==> config.mk <==
export PLATFORM = sky130hd
export DESIGN_NAME = sonar_sequencer
export DESIGN_NICKNAME = d
export VERILOG_FILES = /design/src/rtl/sonar_pkg.sv /design/src/rtl/sonar_tick_gen.sv /design/src/rtl/sonar_sequencer.sv
export SDC_FILE = /design/constraint.sdc
export NUM_CORES = 1
export LEC_CHECK = 0
export BUFFER_PORTS_ARGS = -buffer_cell sky130_fd_sc_hd__buf_2
export CORE_ASPECT_RATIO = 0.75
export CORE_UTILIZATION = 57
export CTS_BUF_LIST = sky130_fd_sc_hd__clkbuf_4
export CTS_CLUSTER_DIAMETER = 100
export CTS_CLUSTER_SIZE = 30
export DETAILED_ROUTE_END_ITERATION = 12
export GPL_TIMING_DRIVEN = 0
export PLACE_DENSITY = 0.77
export SETUP_SLACK_MARGIN = 0.2
export SLEW_MARGIN = 20
export SYNTH_ARGS = -nofsm -noshare
export SYNTH_HDL_FRONTEND = slang
export SYNTH_SLANG_ARGS = --single-unit
==> constraint.sdc <==
create_clock -name clk -period 2.96 [get_ports clk]
set_input_delay 0.148 -clock clk [delete_from_list [all_inputs] [get_ports clk]]
set_output_delay 0.148 -clock clk [all_outputs]
set_load 0.02 [all_outputs]
==> src/rtl/sonar_pkg.sv <==
package sonar_pkg;

    typedef enum logic [1:0] {
        ST_IDLE   = 2'd0,
        ST_BURST  = 2'd1,
        ST_BLANK  = 2'd2,
        ST_LISTEN = 2'd3
    } seq_state_e;

endpackage

==> src/rtl/sonar_tick_gen.sv <==
module sonar_tick_gen #(
    parameter int DIV = 4
) (
    input  logic clk,
    input  logic rst_n,
    input  logic clr,
    output logic tick
);
    localparam int W = (DIV > 1) ? $clog2(DIV) : 1;
    localparam logic [W-1:0] LAST = W'(DIV - 1);

    logic [W-1:0] cnt_d, cnt_q;

    always_comb begin
        if (clr || cnt_q == LAST) begin
            cnt_d = '0;
        end else begin
            cnt_d = cnt_q + W'(1);
        end
    end

    assign tick = !clr && (cnt_q == LAST);

    always_ff @(posedge clk) begin
        if (!rst_n) begin
            cnt_q <= '0;
        end else begin
            cnt_q <= cnt_d;
        end
    end
endmodule

==> src/rtl/sonar_sequencer.sv <==
module sonar_sequencer
    import sonar_pkg::*;
#(
    parameter int HALF_DIV     = 1250,
    parameter int SAMP_DIV     = 5556,
    parameter int BURST_CYCLES = 40,
    parameter int BLANK_TICKS  = 52,
    parameter int REC_LEN      = 256,
    parameter int DATA_W       = 8,
    localparam int AW          = $clog2(REC_LEN)
) (
    input  logic              clk,
    input  logic              rst_n,
    input  logic              start_i,
    output logic              tx_drive_o,
    output logic              path_rx_o,
    output logic              adc_strobe_o,
    input  logic [DATA_W-1:0] adc_data_i,
    output logic              wr_en_o,
    output logic [AW-1:0]     wr_addr_o,
    output logic [DATA_W-1:0] wr_data_o,
    output logic              done_o
);
    localparam int HALVES = 2 * BURST_CYCLES;
    localparam int HW     = $clog2(HALVES + 1);
    localparam int BW     = $clog2(BLANK_TICKS + 1);
    localparam int CW     = $clog2(REC_LEN + 1);

    typedef struct packed {
        seq_state_e        state;
        logic              tx_lvl;
        logic [HW-1:0]     half_cnt;
        logic [BW-1:0]     blank_cnt;
        logic [CW-1:0]     strobe_cnt;
        logic              strobe;
        logic              wr_en;
        logic [AW-1:0]     wr_addr;
        logic [DATA_W-1:0] wr_data;
        logic              done;
    } seq_regs_t;

    seq_regs_t r_d, r_q;
    logic      car_tick, smp_tick;
    logic      car_clr, smp_clr;

    // Carrier half-period timer runs only during the burst.
    assign car_clr = (r_q.state != ST_BURST);
    // Sample timer runs through blanking and listening without restart.
    assign smp_clr = (r_q.state == ST_IDLE) || (r_q.state == ST_BURST);

    sonar_tick_gen #(.DIV(HALF_DIV)) u_car_tick (
        .clk   (clk),
        .rst_n (rst_n),
        .clr   (car_clr),
        .tick  (car_tick)
    );

    sonar_tick_gen #(.DIV(SAMP_DIV)) u_smp_tick (
        .clk   (clk),
        .rst_n (rst_n),
        .clr   (smp_clr),
        .tick  (smp_tick)
    );

    always_comb begin
        r_d        = r_q;
        r_d.strobe = 1'b0;
        r_d.wr_en  = 1'b0;
        r_d.done   = 1'b0;

        // Capture the converted value one clock after the strobe.
        if (r_q.strobe) begin
            r_d.wr_en   = 1'b1;
            r_d.wr_addr = AW'(r_q.strobe_cnt - CW'(1));
            r_d.wr_data = adc_data_i;
        end

        unique case (r_q.state)
            ST_IDLE: begin
                if (start_i) begin
                    r_d.state    = ST_BURST;
                    r_d.tx_lvl   = 1'b1;
                    r_d.half_cnt = '0;
                end
            end
            ST_BURST: begin
                if (car_tick) begin
                    if (r_q.half_cnt == HW'(HALVES - 1)) begin
                        r_d.state     = ST_BLANK;
                        r_d.tx_lvl    = 1'b0;
                        r_d.blank_cnt = '0;
                    end else begin
                        r_d.tx_lvl   = !r_q.tx_lvl;
                        r_d.half_cnt = r_q.half_cnt + HW'(1);
                    end
                end
            end
            ST_BLANK: begin
                if (smp_tick) begin
                    if (r_q.blank_cnt == BW'(BLANK_TICKS - 1)) begin
                        r_d.state      = ST_LISTEN;
                        r_d.strobe_cnt = '0;
                    end else begin
                        r_d.blank_cnt = r_q.blank_cnt + BW'(1);
                    end
                end
            end
            ST_LISTEN: begin
                if (smp_tick && r_q.strobe_cnt != CW'(REC_LEN)) begin
                    r_d.strobe     = 1'b1;
                    r_d.strobe_cnt = r_q.strobe_cnt + CW'(1);
                end
                if (r_q.wr_en && r_q.wr_addr == AW'(REC_LEN - 1)) begin
                    r_d.state = ST_IDLE;
                    r_d.done  = 1'b1;
                end
            end
            default: r_d.state = ST_IDLE;
        endcase
    end

    always_ff @(posedge clk) begin
        if (!rst_n) begin
            r_q       <= '0;
            r_q.state <= ST_IDLE;
        end else begin
            r_q <= r_d;
        end
    end

    assign tx_drive_o   = r_q.tx_lvl;
    assign path_rx_o    = (r_q.state != ST_BURST);
    assign adc_strobe_o = r_q.strobe;
    assign wr_en_o      = r_q.wr_en;
    assign wr_addr_o    = r_q.wr_addr;
    assign wr_data_o    = r_q.wr_data;
    assign done_o       = r_q.done;
endmodule

==> reports/results.ini <==
[detailed_routing]
drtPass1Iterations = 5
vias = 2853
drc = 0
drt-wirelength-per-cell_um = 13.40
route.antenna.remaining_nets = 0
wirelength_mm = 6.941
routed_via_density = 5.508
drt_iter0_markers = 209

[setup_path]
end_kind = flop
worst-endpoint-arrival_ns = 2.94
critPathMaxFanout = 4
max_stage_delay_ns = 0.52
crit_path_cell_trace = inv_1 > ha_1 > or2_2 > or4_4 > a221o_1 > a2111oi_4 > mux2i_1
crit_path_start_kind = flop
critPathRequiredTime_ns = 3.30
cpMaxStageDelayCell = or4_4
critical_path_class = reg -> reg

[layout]
syn_to_final_growth_pct = 13.03
num-fill-cells = 461
final_common_cell = dfxtp_1
drive_above_1_share_pct = 16.25
num_antenna_cells = 0
finalNetCount = 462
final_cell_mix = dfxtp_1 (68), nor2_1 (56), nand2_1 (34)
stdcell_area_um2 = 3787
final_util_pct = 68.91

[synth]
yosys_warnings = 0
syn_avg_cell_area_um2 = 8.614
yosysTopAreaCellShare_pct = 40.63
synthSimpleGateAreaFrac_pct = 24.46
ys_ff_latch = 68
synth_area_leader_cell = dfxtp_1
synthCells = 389
synth_top_flop_cell = dfxtp_1
synth_top_family_by_area = simple AND/OR/NAND/NOR gates
synth_area_um2 = 3351
synth_nets = 413
synthMuxAreaShare_pct = 2.987
synth_xor_area_share_pct = 6.535
synth_edf_count = 0
async_reset_ff_share_pct = 0
synth-adder-area-share_pct = 4.854
synth_cell_types = 52
post_synth_main_area_contributors = dfxtp_1 (41%), nor2_1 (6.3%), ha_1 (4.9%)
synth-compound-area-share_pct = 13.67
ys_seq_area_share_pct = 40.63

[floorplanning]
die-width_um = 90.53
die-area_um2 = 6192
start_util_pct = 60.96
design.core.area_um2 = 5497
io-pin-count = 32
die_h_um = 68.40
rows = 23

[timing]
clock-skew-final_ns = 0.01017
finalHoldViolCount = 0
maxSlewHeadroom_pct = 49.90
hold-worst-slack_ns = 0.01497
slew_viol_final = 0
post-route-period-util_pct = 87.85
grt_setup_unrepaired = true
tightest_slew_ns = 0.7420
max_freq_mhz = 384.6
fin_crit_ns = 2.600
setup-tns-final_ns = 0
finalSetupViolCount = 0

[power]
ir_drop_uv = 277.9
p_leak_nw = 1.452
power_density_nw_per_um2 = 504.3
total_power_mw = 1.910

[run_status]
outcome = finished, final reports clean

[worst_hold_path]
hold_class = in -> reg

[clocking]
cts-root-buf = clkbuf_4
path_clk_slew_ns = 0.10
clkSinkCount = 68
cts_htree_levels = 3
tritoncts = yes
cts_made_buffers = 9
clock_latency_ns = 0.41
clockBufferDepth = 2

[grt]
grt_pass1_wl_mm = 11.43
grt_max_degree = 11
grt_usage_pct = 23.92
first_global_vias = 2488
grt-ovfl-total = 0
grt_antenna_before_repair = 0

[place]
io_buffers = 31
gp_congestion = 0.8110
postPlaceCellArea_um2 = 3600
dp_hpwl_mm = 4.849

[run]
maxCapViolCount = 0

## kinds of logic after synthesis
group | Yosys count
DFF | 68
buffers and inverters | 45
xor gates and xnor gates | 25
AOI/OAI and AO/OA | 62
adders and majority gates | 13
and+or+nand+nor | 166
muxes | 10
## routing by layer
metal	up-vias	part of all wire (%)	wire [um]	track usage (%)
met5	-	0	0	0
met4	0	1.0	70	8.266
met3	8	5.1	353	6.889
met2	73	43	2996	37.69
met1	1330	51	3521	31.68
li1	1442	-	-	-
## per-stage QoR
step                      instances  setup WS, ns
after floorplan                 389        0.5455
after global placement          495        0.4075
after detailed placement        495        0.3704
after CTS                       518        0.3616
after global routing            518        0.1842
final                           518        0.3597
## final timing paths
check | from | end | slack (ns) | cells after the start
min reg2reg | u_smp_tick.cnt_q[0]$_SDFF_PP0_ | u_smp_tick.cnt_q[0]$_SDFF_PP0_ | 0.48 | 1
max reg2reg | r_q[42]$_SDFFE_PN0P_ | r_q[43]$_SDFFE_PN0P_ | 0.36 | 7
max | r_q[42]$_SDFFE_PN0P_ | r_q[43]$_SDFFE_PN0P_ | 0.36 | 7
min | adc_data_i[4] | wr_data_o[4]$_SDFFE_PN0P_ | 0.01 | 3
## where the power goes
group | total (mW) | leakage (nW) | switching (mW) | internal [mW]
logic | 0.444 | 0.840 | 0.283 | 0.161
registers | 0.973 | 0.548 | 0.0287 | 0.944
clock network | 0.494 | 0.0638 | 0.301 | 0.192
total | 1.91 | 1.45 | 0.613 | 1.30
## state kept, by name (all words and copies together) (netlist names)
name,flops
adc_strobe_o,1
r_q,24
u_car_tick.cnt_q,11
tx_drive_o,1
wr_addr_o,8
wr_en_o,1
done_o,1
u_smp_tick.cnt_q,13
wr_data_o,8
## cell usage after synthesis (2+ instances only)
master / number
o211ai_1: 3
nand2b_1: 4
inv_1: 10
o2bb2ai_1: 2
nand2_1: 34
or3_1: 5
nor4b_1: 2
ha_1: 13
buf_1: 2
nor2_1: 56
nand3b_1: 3
a311oi_1: 4
mux2i_1: 10
a21o_1: 2
buf_4: 16
nor4_1: 2
xnor2_1: 12
o22ai_1: 2
nand3_1: 18
o21ai_0: 10
xor2_1: 13
a211o_1: 3
o31ai_1: 2
and3_1: 10
a31oi_1: 4
or2_2: 3
dfxtp_1: 68
a21boi_0: 2
a211oi_1: 8
nor3_1: 6
o32ai_1: 2
nand4_1: 9
clkbuf_1: 15
nor2b_1: 3
and2_1: 4
and4_1: 2
a21oi_1: 10
## area by class of cell
cell class | instances | area, um^2 | area share [%]
clock buffers | 12 | 90.09 | 2.379
repair buffers | 38 | 225.2 | 5.946
clock inverters | 4 | 16.27 | 0.4295
plain buffers | 34 | 188.9 | 4.988
well taps | 75 | 93.84 | 2.478
inverters | 11 | 41.29 | 1.090
flip-flops and latches | 68 | 1361 | 35.94
multi-input cells | 276 | 1770 | 46.75
## repair_timing
| action | 4_1_cts | 5_1_grt |
|---|---|---|
| setup endpoints to repair | 0 | 6 |
| hold buffers | 7 | 0 |
| resized for setup | 0 | 3 |
| setup buffers | 0 | 0 |
| endpoints found under the hold margin | 7 | 0 |
## worst max-delay path: cells and delay by family (launching register included)
family	cells	cell delay, ns
AOI/OAI and AO/OA	2	0.74
and+or+nand+nor	2	0.84
adders and majority gates	1	0.22
DFF	1	0.41
buffers and inverters	1	0.10
muxes	1	0.22
No activity file was read; power rests on OpenSTA's default activity.
